$ cat src/rtl/kbt_pkg.sv
package kbt_pkg;

    localparam int KBT_ADDR_W     = 16;
    localparam int KBT_CFG_W      = 8;
    localparam int KBT_DATA_W     = 8;

    // trap configuration bit positions
    localparam int CFG_DATA_RD    = 0;
    localparam int CFG_DATA_WR    = 1;
    localparam int CFG_CMD_RD     = 2;
    localparam int CFG_CMD_WR     = 3;
    localparam int CFG_SEQ_END    = 7;

    typedef enum logic [1:0] {
        GS_IDLE    = 2'd0,
        GS_ARMED   = 2'd1,
        GS_LATCHED = 2'd2
    } gate_state_e;

    typedef enum logic [1:0] {
        CK_DATA_RD = 2'd0,
        CK_DATA_WR = 2'd1,
        CK_CMD_RD  = 2'd2,
        CK_CMD_WR  = 2'd3
    } cyc_kind_e;

    typedef struct packed {
        logic        hit;
        cyc_kind_e   kind;
    } cyc_class_t;

    typedef struct packed {
        gate_state_e next;
        logic        fwd;
        logic        smi;
    } decision_t;

    // configuration bit that governs one kind of cycle
    function automatic int unsigned cfg_index(input cyc_kind_e k);
        case (k)
            CK_DATA_RD: cfg_index = CFG_DATA_RD;
            CK_DATA_WR: cfg_index = CFG_DATA_WR;
            CK_CMD_RD:  cfg_index = CFG_CMD_RD;
            default:    cfg_index = CFG_CMD_WR;
        endcase
    endfunction

    // decision that follows the per-port trap bit, optionally with the sequence-end SMI
    function automatic decision_t by_trap(input logic trap, input logic end_smi,
                                          input gate_state_e nxt);
        decision_t d;
        d.next = nxt;
        d.fwd  = ~trap;
        d.smi  = trap | end_smi;
        return d;
    endfunction

endpackage

$ cat src/rtl/kbt_classify.sv
module kbt_classify
    import kbt_pkg::*;
#(
    parameter int                ADDR_W    = KBT_ADDR_W,
    parameter logic [ADDR_W-1:0] DATA_PORT = 'h60,
    parameter logic [ADDR_W-1:0] CMD_PORT  = 'h64
) (
    input  logic              valid,
    input  logic [ADDR_W-1:0] addr,
    input  logic              write,
    output cyc_class_t        cls
);
    logic is_data;
    logic is_cmd;

    always_comb begin
        is_data  = (addr == DATA_PORT);
        is_cmd   = (addr == CMD_PORT);
        cls.hit  = valid & (is_data | is_cmd);
        cls.kind = cyc_kind_e'({is_cmd, write});
    end

    always_comb begin
        assert (!(is_data && is_cmd))
            else $error("p_ports_distinct_r11: data and command port decode overlap");
    end
endmodule

$ cat src/rtl/kbt_policy.sv
module kbt_policy
    import kbt_pkg::*;
#(
    parameter int                  CFG_W    = KBT_CFG_W,
    parameter int                  DATA_W   = KBT_DATA_W,
    parameter logic [DATA_W-1:0]   GATE_CMD = 'hD1,
    parameter logic [DATA_W-1:0]   END_CMD  = 'hFF
) (
    input  gate_state_e        state,
    input  cyc_kind_e          kind,
    input  logic [DATA_W-1:0]  wdata,
    input  logic [CFG_W-1:0]   cfg,
    output decision_t          dec
);
    logic trap;
    logic end_smi;
    logic is_gate;
    logic is_end;

    always_comb begin
        trap    = cfg[cfg_index(kind)];
        end_smi = cfg[CFG_SEQ_END];
        is_gate = (wdata == GATE_CMD);
        is_end  = (wdata == END_CMD);
        dec     = by_trap(trap, 1'b0, state);
        unique case (state)
            GS_IDLE: begin
                if (kind == CK_CMD_WR && is_gate)
                    dec = '{next: GS_ARMED, fwd: 1'b1, smi: 1'b0};
            end
            GS_ARMED: begin
                unique case (kind)
                    CK_DATA_WR: dec = '{next: GS_LATCHED, fwd: 1'b1, smi: 1'b0};
                    CK_CMD_WR: begin
                        if (is_gate) dec = '{next: GS_ARMED, fwd: 1'b1, smi: 1'b0};
                        else         dec = by_trap(trap, end_smi, GS_IDLE);
                    end
                    CK_DATA_RD: dec = by_trap(trap, end_smi, GS_IDLE);
                    CK_CMD_RD:  dec = by_trap(trap, 1'b0, GS_ARMED);
                endcase
            end
            GS_LATCHED: begin
                unique case (kind)
                    CK_CMD_WR: begin
                        if (is_end) dec = '{next: GS_IDLE, fwd: 1'b1, smi: end_smi};
                        else        dec = by_trap(trap, end_smi, GS_IDLE);
                    end
                    CK_CMD_RD: dec = by_trap(trap, 1'b0, GS_LATCHED);
                    default:   dec = '{next: GS_LATCHED, fwd: 1'b1, smi: 1'b0};
                endcase
            end
            default: dec = '{next: GS_IDLE, fwd: 1'b1, smi: 1'b0};
        endcase
    end
endmodule

$ cat src/rtl/kbt_state.sv
module kbt_state
    import kbt_pkg::*;
(
    input  logic        clk,
    input  logic        rst,
    input  logic        take,
    input  decision_t   dec,
    output gate_state_e state,
    output logic        fwd_q,
    output logic        smi_q,
    output logic        active_q
);
    always_ff @(posedge clk) begin
        if (rst) begin
            state    <= GS_IDLE;
            fwd_q    <= 1'b0;
            smi_q    <= 1'b0;
            active_q <= 1'b0;
        end else begin
            fwd_q <= take & dec.fwd;
            smi_q <= take & dec.smi;
            if (take) begin
                state    <= dec.next;
                active_q <= (dec.next != GS_IDLE);
            end
        end
    end

    // reset leaves the tracker idle with all outputs low
    p_reset_idle_r13: assert property (@(posedge clk)
        rst |=> (state == GS_IDLE && !fwd_q && !smi_q && !active_q));

    // the state register only moves on a port cycle
    p_hold_without_take_r11: assert property (@(posedge clk) disable iff (rst)
        !take |=> $stable(state));

    // a pulse is only seen after an accepted cycle
    p_pulse_after_take_r12: assert property (@(posedge clk) disable iff (rst)
        (fwd_q || smi_q) |-> $past(take));

    p_state_legal: assert property (@(posedge clk) disable iff (rst)
        state != 2'd3);
endmodule

$ cat src/rtl/kbt_gate_trap.sv
module kbt_gate_trap
    import kbt_pkg::*;
#(
    parameter int                ADDR_W    = KBT_ADDR_W,
    parameter logic [ADDR_W-1:0] DATA_PORT = 'h60,
    parameter logic [ADDR_W-1:0] CMD_PORT  = 'h64,
    parameter logic [7:0]        GATE_CMD  = 8'hD1,
    parameter logic [7:0]        END_CMD   = 8'hFF
) (
    input  logic              clk,
    input  logic              rst,
    input  logic              cyc_valid,
    input  logic [ADDR_W-1:0] cyc_addr,
    input  logic              cyc_write,
    input  logic [7:0]        cyc_wdata,
    input  logic [7:0]        trap_cfg,
    output logic              fwd_o,
    output logic              smi_o,
    output logic              seq_active_o
);
    cyc_class_t  cls;
    decision_t   dec;
    gate_state_e state;

    kbt_classify #(
        .ADDR_W(ADDR_W), .DATA_PORT(DATA_PORT), .CMD_PORT(CMD_PORT)
    ) u_classify (
        .valid(cyc_valid), .addr(cyc_addr), .write(cyc_write), .cls(cls)
    );

    kbt_policy #(
        .CFG_W(8), .DATA_W(8), .GATE_CMD(GATE_CMD), .END_CMD(END_CMD)
    ) u_policy (
        .state(state), .kind(cls.kind), .wdata(cyc_wdata), .cfg(trap_cfg), .dec(dec)
    );

    kbt_state u_state (
        .clk(clk), .rst(rst), .take(cls.hit), .dec(dec), .state(state),
        .fwd_q(fwd_o), .smi_q(smi_o), .active_q(seq_active_o)
    );

    // sequence-active only rises after a gate command write
    p_arm_on_gate_r1: assert property (@(posedge clk) disable iff (rst)
        $rose(seq_active_o) |-> $past(cyc_valid && cyc_addr == CMD_PORT && cyc_write
                                      && cyc_wdata == GATE_CMD));

    // a data write while armed always passes with no SMI
    p_armed_data_pass_r3: assert property (@(posedge clk) disable iff (rst)
        (state == GS_ARMED && cyc_valid && cyc_addr == DATA_PORT && cyc_write)
        |=> (fwd_o && !smi_o && seq_active_o));

    // the proper end is forwarded and closes the sequence
    p_proper_end_r8: assert property (@(posedge clk) disable iff (rst)
        (state == GS_LATCHED && cyc_valid && cyc_addr == CMD_PORT && cyc_write
         && cyc_wdata == END_CMD) |=> (fwd_o && !seq_active_o));

    // foreign addresses produce no pulse
    p_foreign_quiet_r11: assert property (@(posedge clk) disable iff (rst)
        (cyc_valid && cyc_addr != DATA_PORT && cyc_addr != CMD_PORT)
        |=> (!fwd_o && !smi_o));
endmodule

$ cat config.mk
export PLATFORM = sky130hd
export DESIGN_NAME = kbt_gate_trap
export DESIGN_NICKNAME = d
export VERILOG_FILES = /design/src/rtl/kbt_pkg.sv /design/src/rtl/kbt_classify.sv /design/src/rtl/kbt_policy.sv /design/src/rtl/kbt_state.sv /design/src/rtl/kbt_gate_trap.sv
export SDC_FILE = /design/constraint.sdc
export NUM_CORES = 1
export LEC_CHECK = 0
export ABC_AREA = 1
export CORE_AREA = 2 2 39 41
export DETAILED_ROUTE_END_ITERATION = 12
export DIE_AREA = 0 0 41 43
export DONT_BUFFER_PORTS = 1
export MAX_ROUTING_LAYER = met4
export PLACE_DENSITY = 0.64
export RECOVER_POWER = 100
export SYNTH_ARGS = -nofsm -noshare
export SYNTH_HDL_FRONTEND = slang
export SYNTH_SLANG_ARGS = --single-unit
$ cat constraint.sdc
create_clock -name clk -period 1.85 [get_ports clk]
set_clock_uncertainty 0.1 [all_clocks]
set_input_delay 0.2775 -clock clk [delete_from_list [all_inputs] [get_ports clk]]
set_output_delay 0.2775 -clock clk [all_outputs]
set_load 0.01 [all_outputs]
==> impl_metrics.py <==
metrics = {
    "setup_path": {
        "critPathMaxFanout": 6,
        "r2r_setup_slack_ns": 0.57,
        "crit_path_end_kind": "flop",
        "crit_start": "cyc_addr[1]",
        "start_kind": "primary input",
        "crit_arrival_ns": 1.50,
        "reg2reg_from": "u_state.state[1]$_SDFFE_PP0P_",
        "reg2reg_depth": 7,
        "critical_path_class": "primary input to flop",
        "worstPathRequired_ns": 1.92,
        "worstSetupEndpoint": "u_state.active_q$_SDFFE_PP0P_",
        "r2r-end": "u_state.active_q$_SDFFE_PP0P_",
    },
    "logic_synthesis": {
        "syn_inst": 104,
        "synth_warnings": 0,
        "yosysSeqAreaShare_pct": 17.54,
        "yosys_most_used_dff": "dfxtp_1",
        "avgSynthCellArea_um2": 5.486,
        "synth_cell_types": 23,
        "synth_top_cell_area_share_pct": 21.71,
        "ys_top_cells_by_area": "nand2_1 22%, dfxtp_1 18%, nor2_1 14%",
        "netlist_top_cells_count": "33 x nand2_1, 21 x nor2_1, 13 x inv_1",
        "synth-edff-count": 0,
        "synth_nets": 140,
        "syn_area_um2": 570.5,
        "synth.most_common_cell": "nand2_1",
        "ys_ff_latch": 5,
        "synth_top_cell_by_area": "nand2_1",
        "ys_async_sr_fraction_pct": 0,
    },
    "placement": {
        "dpl-instance-area_um2": 586.8,
        "numPortBuffers": 0,
        "dp_hpwl_um": 920.6,
        "place_ws_ns": 0.2309,
        "place_congestion": 0.7834,
        "dp_cells": 120,
    },
    "die": {
        "start_util_pct": 41.23,
        "io_pins": 39,
        "die_w_um": 41,
        "core_area_um2": 1384,
        "floorplan.die_area_um2": 1763,
        "num_rows": 14,
        "die_h_um": 43,
    },
    "grt": {
        "antenna_found_initial": 0,
        "gr-total-overflow": 0,
        "grt_max_degree": 8,
        "grt_pass1_wl_um": 1794,
        "grt_pass1_vias": 518,
        "grt_use_total_pct": 14.90,
    },
    "timing": {
        "finalSetupTns_ns": 0,
        "period_needed_ns": 1.432,
        "min_period_over_period_pct": 77.38,
        "max_slew_margin_pct": 81.63,
        "finalMaxSlewViolations": 0,
        "hold_violations": 0,
        "rsz0062_at_grt": "no",
        "finalSetupViolations": 0,
        "clock.fmax_mhz": 698.5,
        "setup_slack_ns": 0.4184,
        "worstMarginPinSlew_ns": 0.2750,
    },
    "finish": {
        "stdcell_area_um2": 615.6,
        "final_nets": 146,
        "diodes": 0,
        "final.fill_count": 169,
        "drive_gt1_share_pct": 11.93,
        "area_delta_synth_final_pct": 7.895,
        "fin_cells": 125,
    },
    "power": {
        "clockPowerShare_pct": 45.9,
        "leakage_nw": 0.3197,
        "finalPower_uw": 270.6,
        "power_frac_seq_pct": 40.0,
        "power.internal_uw": 206.4,
        "combPwrFrac_pct": 14.2,
        "ir_drop_mv": 0.3574,
        "swShare_pct": 23.73,
        "switching_power_uw": 64.20,
        "cellPowerDensity_nw_per_um2": 439.6,
    },
    "drt": {
        "first_iter_violations": 8,
        "routed_wl_um": 1084,
        "route.detailed.drc": 0,
        "via_per_inst": 4.744,
        "wl_per_cell_um": 8.672,
        "antenna_left": 0,
        "first_pass_iters": 4,
        "vias": 593,
    },
    "cts": {
        "cts_buffer_depth": 2,
        "cts_setup_buffers": 0,
        "cts_root_buf": "clkbuf_4",
        "clk_latency_ns": 0.24,
        "clk_pin_slew_ns": 0.04,
        "cts_tree": "built",
        "clock-sinks": 5,
        "numCtsBuffers": 3,
        "cts_hold_buf": 1,
        "htree_levels": 1,
        "cts_resized": 0,
    },
    "hold_path": {
        "worstHoldPathCells": 3,
        "worstHoldStart": "rst",
        "min_path_type": "primary input to flop",
    },
    "run": {
        "maxCapViolations": 0,
    },
    "outcome": {
        "status": "finished clean",
    },
}
worst max-delay path: stages:
cell	delay, ns
nor2_1	0.12
nand2_1	0.10
nor2_4	0.10
nand2_1	0.19
buf_4	0.22
o31ai_1	0.19
o211ai_1	0.15
a21oi_1	0.14
cells by family after synthesis:
family / synth area share, %
AOI/OAI and AO/OA: 14.03
buffers and inverters: 11.84
DFF: 17.54
and+or+nand+nor: 56.58
layout make-up:
cell class                      instances  area, um^2  area share, %
Tap cell                               16       20.02          3.252
Timing Repair Buffer                    2       17.52          2.846
Inverter                               15       56.30          9.146
Multi-Input combinational cell         83       395.4          64.23
Clock buffer                            4       26.28          4.268
Sequential cell                         5       100.1          16.26
registers in the layout (all words and copies together), names as in the netlist:
signal / flops
u_state.active_q: 1
u_state.fwd_q: 1
u_state.smi_q: 1
u_state.state: 2
how the worst min path moves through the flow:
stage	endpoint	slack, ns
3_5_place_dp	u_state.active_q$_SDFFE_PP0P_	0.25
6_report	u_state.fwd_q$_SDFF_PP0_	0.10
5_1_grt	u_state.smi_q$_SDFF_PP0_	0.10
4_1_cts	u_state.fwd_q$_SDFF_PP0_	0.1
2_1_floorplan	u_state.active_q$_SDFFE_PP0P_	0.25
3_3_place_gp	u_state.state[0]$_SDFFE_PP0P_	0.25
power by group through the flow:
stage	Sequential, mW	Combinational (mW)	Clock (mW)
finish	0.108	0.0383	0.124
global route	0.108	0.0453	0.136
CTS	0.108	0.0391	0.131
detailed placement	0.110	0.0367	0
global placement	0.110	0.0356	0
floorplan	0.110	0.0322	0
through the flow:
step           hold WS [ns]  utilization, %
6_report             0.1027           44.48
5_1_grt              0.1042           44.48
4_1_cts             0.09578           45.03
3_5_place_dp         0.2510           42.41
3_3_place_gp         0.2493           42.41
2_1_floorplan        0.2466               -
metal layers:
layer | part of all wire [%] | track usage, % | vias up
met5 | 0 | - | -
met4 | 0 | 4.000 | 0
met3 | 8.7 | 7.330 | 0
met2 | 46 | 22.50 | 23
met1 | 45 | 16.99 | 235
li1 | - | - | 335
cells in the final DEF, fill, tap and decap left out, types with 2 or more instances in the layout:
cell type / n
clkbuf_4: 3
inv_1: 13
dfxtp_1: 5
nand2_4: 2
nor2_1: 21
nand3_1: 4
nor2_4: 2
nand4_1: 2
a21oi_1: 7
nand2_1: 34
No activity file was read; power rests on OpenSTA's default activity.
